==> config.mk <==
export PLATFORM = sky130hd
export DESIGN_NAME = spi_host_engine
export DESIGN_NICKNAME = d
export VERILOG_FILES = /design/src/rtl/spi_host_pkg.sv /design/src/rtl/spi_host_sync.sv /design/src/rtl/spi_host_clkgen.sv /design/src/rtl/spi_host_shifter.sv /design/src/rtl/spi_host_engine.sv
export SDC_FILE = /design/constraint.sdc
export NUM_CORES = 1
export LEC_CHECK = 0
export ABC_AREA = 1
export CAP_MARGIN = 10
export CORE_UTILIZATION = 60
export CTS_BUF_LIST = sky130_fd_sc_hd__clkbuf_4 sky130_fd_sc_hd__clkbuf_8
export DETAILED_ROUTE_END_ITERATION = 10
export PLACE_DENSITY = 0.87
export SKIP_LAST_GASP = 1
export SLEW_MARGIN = 25
export SYNTH_ARGS = -nofsm -noshare
export SYNTH_HDL_FRONTEND = slang
export SYNTH_SLANG_ARGS = --single-unit
==> constraint.sdc <==
create_clock -name clk -period 4.8 [get_ports clk]
set_input_delay 1.44 -clock clk [delete_from_list [all_inputs] [get_ports clk]]
set_output_delay 1.44 -clock clk [all_outputs]
set_load 0.01 [all_outputs]
==> src/rtl/spi_host_pkg.sv <==
package spi_host_pkg;

    localparam int DIV_W = 8;

    typedef enum logic [0:0] {
        ST_IDLE = 1'b0,
        ST_RUN  = 1'b1
    } xfer_state_e;

    typedef struct packed {
        logic [DIV_W-1:0] div;
        logic             cpol;
        logic             cpha;
        logic             hs_en;
    } spi_cfg_t;

    // Edge index parity: even indices are leading edges, odd are trailing.
    function automatic logic edge_samples(input logic cpha, input logic odd_edge);
        return cpha ? odd_edge : ~odd_edge;
    endfunction

    function automatic logic edge_shifts(input logic cpha, input logic odd_edge,
                                         input logic first_edge, input logic last_edge);
        if (cpha)
            return ~odd_edge & ~first_edge;
        else
            return odd_edge & ~last_edge;
    endfunction

endpackage

==> src/rtl/spi_host_sync.sv <==
module spi_host_sync #(
    parameter int              WIDTH   = 2,
    parameter int              STAGES  = 2,
    parameter logic [WIDTH-1:0] RST_VAL = '1
) (
    input  logic             clk,
    input  logic             rst,
    input  logic [WIDTH-1:0] d,
    output logic [WIDTH-1:0] q
);
    logic [WIDTH-1:0] chain [STAGES];

    for (genvar g = 0; g < STAGES; g++) begin : g_stage
        if (g == 0) begin : g_head
            always_ff @(posedge clk) begin
                if (rst) chain[g] <= RST_VAL;
                else     chain[g] <= d;
            end
        end else begin : g_tail
            always_ff @(posedge clk) begin
                if (rst) chain[g] <= RST_VAL;
                else     chain[g] <= chain[g-1];
            end
        end
    end

    assign q = chain[STAGES-1];
endmodule

==> src/rtl/spi_host_clkgen.sv <==
module spi_host_clkgen #(
    parameter int DIV_W = 8
) (
    input  logic             clk,
    input  logic             rst,
    input  logic             run,
    input  logic [DIV_W-1:0] div,
    output logic             tick
);
    logic [DIV_W-1:0] cnt;

    always_ff @(posedge clk) begin
        if (rst || !run)     cnt <= '0;
        else if (cnt == div) cnt <= '0;
        else                 cnt <= cnt + 1'b1;
    end

    assign tick = run && (cnt == div);


    cnt_bound_chk: assert property (@(posedge clk) disable iff (rst)
        run && $past(run) |-> cnt <= div);
endmodule

==> src/rtl/spi_host_shifter.sv <==
module spi_host_shifter
    import spi_host_pkg::*;
#(
    parameter int WORD_W = 8
) (
    input  logic              clk,
    input  logic              rst,
    input  logic              load,
    input  logic [WORD_W-1:0] load_word,
    input  logic              abort,
    input  logic              tick,
    input  logic              cpha,
    input  logic              miso,
    output logic              mosi,
    output logic              sck_lvl,
    output logic              fin,
    output logic [WORD_W-1:0] rx_word
);
    localparam int EDGES  = 2 * WORD_W;
    localparam int EDGE_W = $clog2(EDGES);
    localparam logic [EDGE_W-1:0] LAST_EDGE = EDGE_W'(EDGES - 1);

    logic [WORD_W-1:0] tx_sh, rx_sh;
    logic [EDGE_W-1:0] ecnt;
    logic              lvl;
    logic              first_e, last_e, sample_now, shift_now;

    assign first_e    = (ecnt == '0);
    assign last_e     = (ecnt == LAST_EDGE);
    assign sample_now = tick && edge_samples(cpha, ecnt[0]);
    assign shift_now  = tick && edge_shifts(cpha, ecnt[0], first_e, last_e);
    assign rx_word    = sample_now ? {rx_sh[WORD_W-2:0], miso} : rx_sh;
    assign fin        = tick && last_e;

    always_ff @(posedge clk) begin
        if (rst) begin
            tx_sh <= '0;
            rx_sh <= '0;
            ecnt  <= '0;
            lvl   <= 1'b0;
        end else if (load) begin
            tx_sh <= load_word;
            rx_sh <= '0;
            ecnt  <= '0;
            lvl   <= 1'b0;
        end else if (abort) begin
            ecnt  <= '0;
            lvl   <= 1'b0;
        end else if (tick) begin
            lvl   <= ~lvl;
            ecnt  <= last_e ? '0 : ecnt + 1'b1;
            rx_sh <= rx_word;
            if (shift_now) tx_sh <= {tx_sh[WORD_W-2:0], 1'b0};
        end
    end

    assign mosi    = tx_sh[WORD_W-1];
    assign sck_lvl = lvl;


    sck_home_chk: assert property (@(posedge clk) disable iff (rst)
        fin |=> !lvl);
endmodule

==> src/rtl/spi_host_engine.sv <==
module spi_host_engine
    import spi_host_pkg::*;
#(
    parameter int WORD_W      = 8,
    parameter int SYNC_STAGES = 2
) (
    input  logic              clk,
    input  logic              rst,
    input  logic              cfg_enable,
    input  logic              cfg_i2c_sel,
    input  logic              cfg_master,
    input  logic [DIV_W-1:0]  cfg_div,
    input  logic              cfg_cpol,
    input  logic              cfg_cpha,
    input  logic              cfg_hs_en,
    input  logic              tx_wr,
    input  logic [WORD_W-1:0] tx_word,
    output logic              tx_full_o,
    output logic [WORD_W-1:0] rx_word_o,
    output logic              done_o,
    output logic              err_o,
    input  logic              err_clr,
    output logic              sck_o,
    output logic              mosi_o,
    input  logic              miso_i,
    input  logic              ss_n_i,
    input  logic              hreq_n_i
);
    spi_cfg_t          cfg_q;
    xfer_state_e       st;
    logic              mode_on, ss_s, hreq_s, err_set, err_q;
    logic              tx_full_q, start, abort, run, tick, fin, sck_lvl;
    logic [WORD_W-1:0] tx_reg, rx_q, rx_next;
    logic              done_q;

    assign mode_on = cfg_enable & ~cfg_i2c_sel & cfg_master;

    // Settings shadow: follows inputs only while master operation is off
    always_ff @(posedge clk) begin
        if (rst)          cfg_q <= '0;
        else if (!mode_on) cfg_q <= '{div: cfg_div, cpol: cfg_cpol,
                                       cpha: cfg_cpha, hs_en: cfg_hs_en};
    end

    spi_host_sync #(.WIDTH(2), .STAGES(SYNC_STAGES), .RST_VAL(2'b11)) u_sync (
        .clk (clk),
        .rst (rst),
        .d   ({ss_n_i, hreq_n_i}),
        .q   ({ss_s, hreq_s})
    );

    assign err_set = mode_on & ~ss_s;

    always_ff @(posedge clk) begin
        if (rst)          err_q <= 1'b0;
        else if (err_set) err_q <= 1'b1;
        else if (err_clr) err_q <= 1'b0;
    end

    assign start = (st == ST_IDLE) && mode_on && !err_q && !err_set && tx_full_q
                   && (!cfg_q.hs_en || !hreq_s);
    assign abort = (st == ST_RUN) && (err_set || !mode_on);
    assign run   = (st == ST_RUN) && !abort;

    // Transmit holding register
    always_ff @(posedge clk) begin
        if (rst) begin
            tx_full_q <= 1'b0;
            tx_reg    <= '0;
        end else if (start) begin
            tx_full_q <= 1'b0;
        end else if (tx_wr && !tx_full_q) begin
            tx_full_q <= 1'b1;
            tx_reg    <= tx_word;
        end
    end

    always_ff @(posedge clk) begin
        if (rst)                st <= ST_IDLE;
        else if (start)         st <= ST_RUN;
        else if (abort || fin)  st <= ST_IDLE;
    end

    spi_host_clkgen #(.DIV_W(DIV_W)) u_clk (
        .clk  (clk),
        .rst  (rst),
        .run  (run),
        .div  (cfg_q.div),
        .tick (tick)
    );

    spi_host_shifter #(.WORD_W(WORD_W)) u_shift (
        .clk       (clk),
        .rst       (rst),
        .load      (start),
        .load_word (tx_reg),
        .abort     (abort),
        .tick      (tick),
        .cpha      (cfg_q.cpha),
        .miso      (miso_i),
        .mosi      (mosi_o),
        .sck_lvl   (sck_lvl),
        .fin       (fin),
        .rx_word   (rx_next)
    );

    always_ff @(posedge clk) begin
        if (rst) begin
            done_q <= 1'b0;
            rx_q   <= '0;
        end else begin
            done_q <= fin;
            if (fin) rx_q <= rx_next;
        end
    end

    assign sck_o     = cfg_q.cpol ^ sck_lvl;
    assign tx_full_o = tx_full_q;
    assign rx_word_o = rx_q;
    assign done_o    = done_q;
    assign err_o     = err_q;


    done_pulse_chk: assert property (@(posedge clk) disable iff (rst)
        done_q |=> !done_q);


    err_quiet_chk: assert property (@(posedge clk) disable iff (rst)
        err_q |-> (st == ST_IDLE) && (sck_o == cfg_q.cpol));


    err_sticky_chk: assert property (@(posedge clk) disable iff (rst)
        err_q && !err_clr |=> err_q);


    cfg_hold_chk: assert property (@(posedge clk) disable iff (rst)
        mode_on |=> $stable(cfg_q));


    tx_hold_chk: assert property (@(posedge clk) disable iff (rst)
        tx_full_q && !start |=> tx_full_q && $stable(tx_reg));
endmodule

==> metrics <==
Synth Flop Type=dfxtp_1; cell family with most CP delay=buffers and inverters; CP peak stage delay=0.48 ns; post-synth top area share=45.35%; CP bufs+invs=3; Max VDD drop=0.2117 mV; post-synthesis mux area share=0%; dpl cells=479; Initial Util=63.57%; hold-critical path endpoint=u_sync.chain[1][1]; final WL=5.918 mm; #FFs+latches synth=64; crit path max fanout=21; worst-path cell chain=clkdlybuf4s50_1, nor2_2, buf_4, nand2_1, inv_2, nand2_1, nand2_2, a21oi_1, o21ai_0, a21oi_1; LEAKAGE=0.001530 uW; Resize count post-CTS=0; core outline area=0.004444 mm^2; simple-gate share of the synthesized area=33.84%; CTS tree=done; reg2reg setup slack=2.99 ns; GR Util All Layers=26.33%; Post-Layout Inst Area=0.003450 mm^2; # clock sinks=64; largest family of logic cells by synthesized area=simple AND/OR/NAND/NOR gates; RR Startpoint=u_clk.cnt[5]; average wire per cell in the routed design=11.96 um; CTS max path bufs=2; Slew @ Worst Pin=0.4364 ns; final hold vios=0; placed cell area=0.003243 mm^2; Avg Inst Size Synth=7.134 um^2; Post-Syn Area=0.002825 mm^2; failing checks=DRC; Post-CTS Setup Repair Bufs=0; final core occ=77.62%; RSZ-0062 raised after global routing=no; Reg clk slew, reported paths=0.07 ns; Async S/R FF share, synth=0%; max FFs per register=11; initial antenna violation count=0; First-pass DRT Iterations=7; fmax=306.1 MHz; Setup crit start kind=primary input; htree depth=3; Worst Hold Path Cells=1; Yosys Warn Count=0; setup_tns=0 ns; Cells after Synth=396; PwrDens=324.8 mW/mm^2; Most flops, register=cfg_q; n_diodes=0; Root Buffer=clkbuf_8; min Tclk post-route=3.267 ns; worst skew pair latency=0.34 ns; r2r endpoint=u_shift.tx_sh[7]; TritonCTS Buffers=9; number of flops mapped to enable cells by yosys=0; post-synthesis sequential area ratio=45.35%; Compound-Gate Fraction of Synth Area=9.167%; Critical Path Sink Type=register; largest net degree at the start of global routing=40; Setup crit start=cfg_i2c_sel; CP Class=in -> reg; Max Clock Skew=0.008183 ns; layout cells sized above 1=8.804%; num rows=24; initial drt markers=213; reg2reg path depth=11; WP data arrival=3.55 ns; status=finished with violations; die area=0.004987 mm^2; aggregate global routing overflow=0; max-slew violation count=0; # hold bufs at CTS=0; Yosys top cell by area=dfxtp_1; dpl hpwl=4.066 mm; Port Buffers=41; Ports=42; syn_nets=428; CP Data Required Time=5.08 ns; gpl congestion=0.7938; synth top area cells=dfxtp_1, nand2_1, nor2_1, inv_1, a21oi_1; HP Class=reg -> reg; Hold Crit Start=u_sync.chain[0][1]; Final setup violation count=0; vias per inst=5.127; Die X=70.62 um; max cap viols=0; Slew Limit Headroom=70.80%; Antenna Violating Nets Remaining=0; fin crit share=68.06%; area share of fa/ha/maj cells after synthesis=1.329%; nets=470; Final Non-Filler Cells=495; vias in the first global route=2423; post-synth cell types=36; first-pass GRT wire length=10.22 mm; Post-Synth XOR/XNOR Area=1.240%; Crit-path slowest cell=clkdlybuf4s50_1; Die Y=70.62 um; Area Overhead vs Synth=22.10%; drc violations=8; routed via count=2538
## synth_stat cells, drive strengths merged (5+ instances only)
master	n
nand2	103
nor2	71
dfxtp	64
inv	48
o21ai	24
a21oi	23
nand3	13
nand4	12
buf	6
clkbuf	6
or2	5
## power breakdown
part | total, uW | switching (uW) | internal [uW]
clock network | 479 | 200 | 278
logic | 85.9 | 45.4 | 40.5
registers | 556 | 9.27 | 547
## placed cells by master, fill, tap and decap left out, drive strengths merged
cell type and n:
and2 2, nand2 103, clkbuf 13, inv 48
nand3 13, clkinv 3, nand4 12, bufinv 1
nor3b 3, nor2 71, a21oi 23, nor3 2
ha 3, nor4 1, or2 5, o31ai 1
dfxtp 64, o22ai 2, clkdlybuf4s50 41, o21ai 24
buf 2, xor2 3, nand3b 2, xnor2 1
## metrics by stage
| step | hold WS, ns | setup WS [ns] | total power (uW) |
|---|---|---|---|
| 5_1_grt | 0.4430 | 1.289 | 1155 |
| 2_1_floorplan | 0.3895 | 2.297 | 614.6 |
| 6_report | 0.4237 | 1.533 | 1120 |
| 3_3_place_gp | 0.4054 | 1.265 | 649.6 |
| 4_1_cts | 0.4215 | 1.549 | 1122 |
| 3_5_place_dp | 0.4060 | 1.190 | 652.7 |
## layout make-up
class / count / area [um^2]
multi-input cells: 271 / 1287
flip-flops and latches: 64 / 1281
fillers: 335 / 994.7
repair buffers: 43 / 425.4
inverters: 49 / 183.9
clock buffers: 13 / 166.4
well taps: 52 / 65.06
clock inverters: 3 / 40.04
## how the worst max path moves through the flow
stage,endpoint,slack [ns],cells after the start
4_1_cts,u_shift.ecnt[1],1.55,10
5_1_grt,u_shift.sck_lvl,1.29,11
3_3_place_gp,u_shift.sck_lvl,1.26,10
6_report,u_shift.ecnt[1],1.53,10
3_5_place_dp,u_shift.ecnt[1],1.19,10
2_1_floorplan,u_clk.cnt[3],2.30,7
## worst reg2reg max path, cell delays in order, from the launching register on
cell,delay (ns)
dfxtp_1,0.40
inv_2,0.07
nand2_1,0.07
nand2_1,0.07
nor2_1,0.18
nand2_2,0.12
nor2_8,0.25
nand3_2,0.12
nand2_2,0.21
inv_1,0.09
nor2_1,0.09
nor2_1,0.05
## cells by family (layout without fill, tap and decap cells)
kind of cell / Yosys count / count (layout)
XOR/XNOR: 4 / 4
buffers and inverters: 61 / 108
adder cells (fa/ha/maj): 3 / 3
flip-flops: 64 / 64
AO/OA/AOI/OAI: 50 / 50
AND/OR/NAND/NOR: 214 / 214
## layer usage
metal	vias to the layer above	GRT usage (%)	part of all wire [%]
li1	1326	-	-
met1	1128	29.47	44
met2	73	47.57	50
met3	11	5.840	5.0
met4	0	12.67	1.7
met5	-	0	0
No activity file was read; power rests on OpenSTA's default activity.
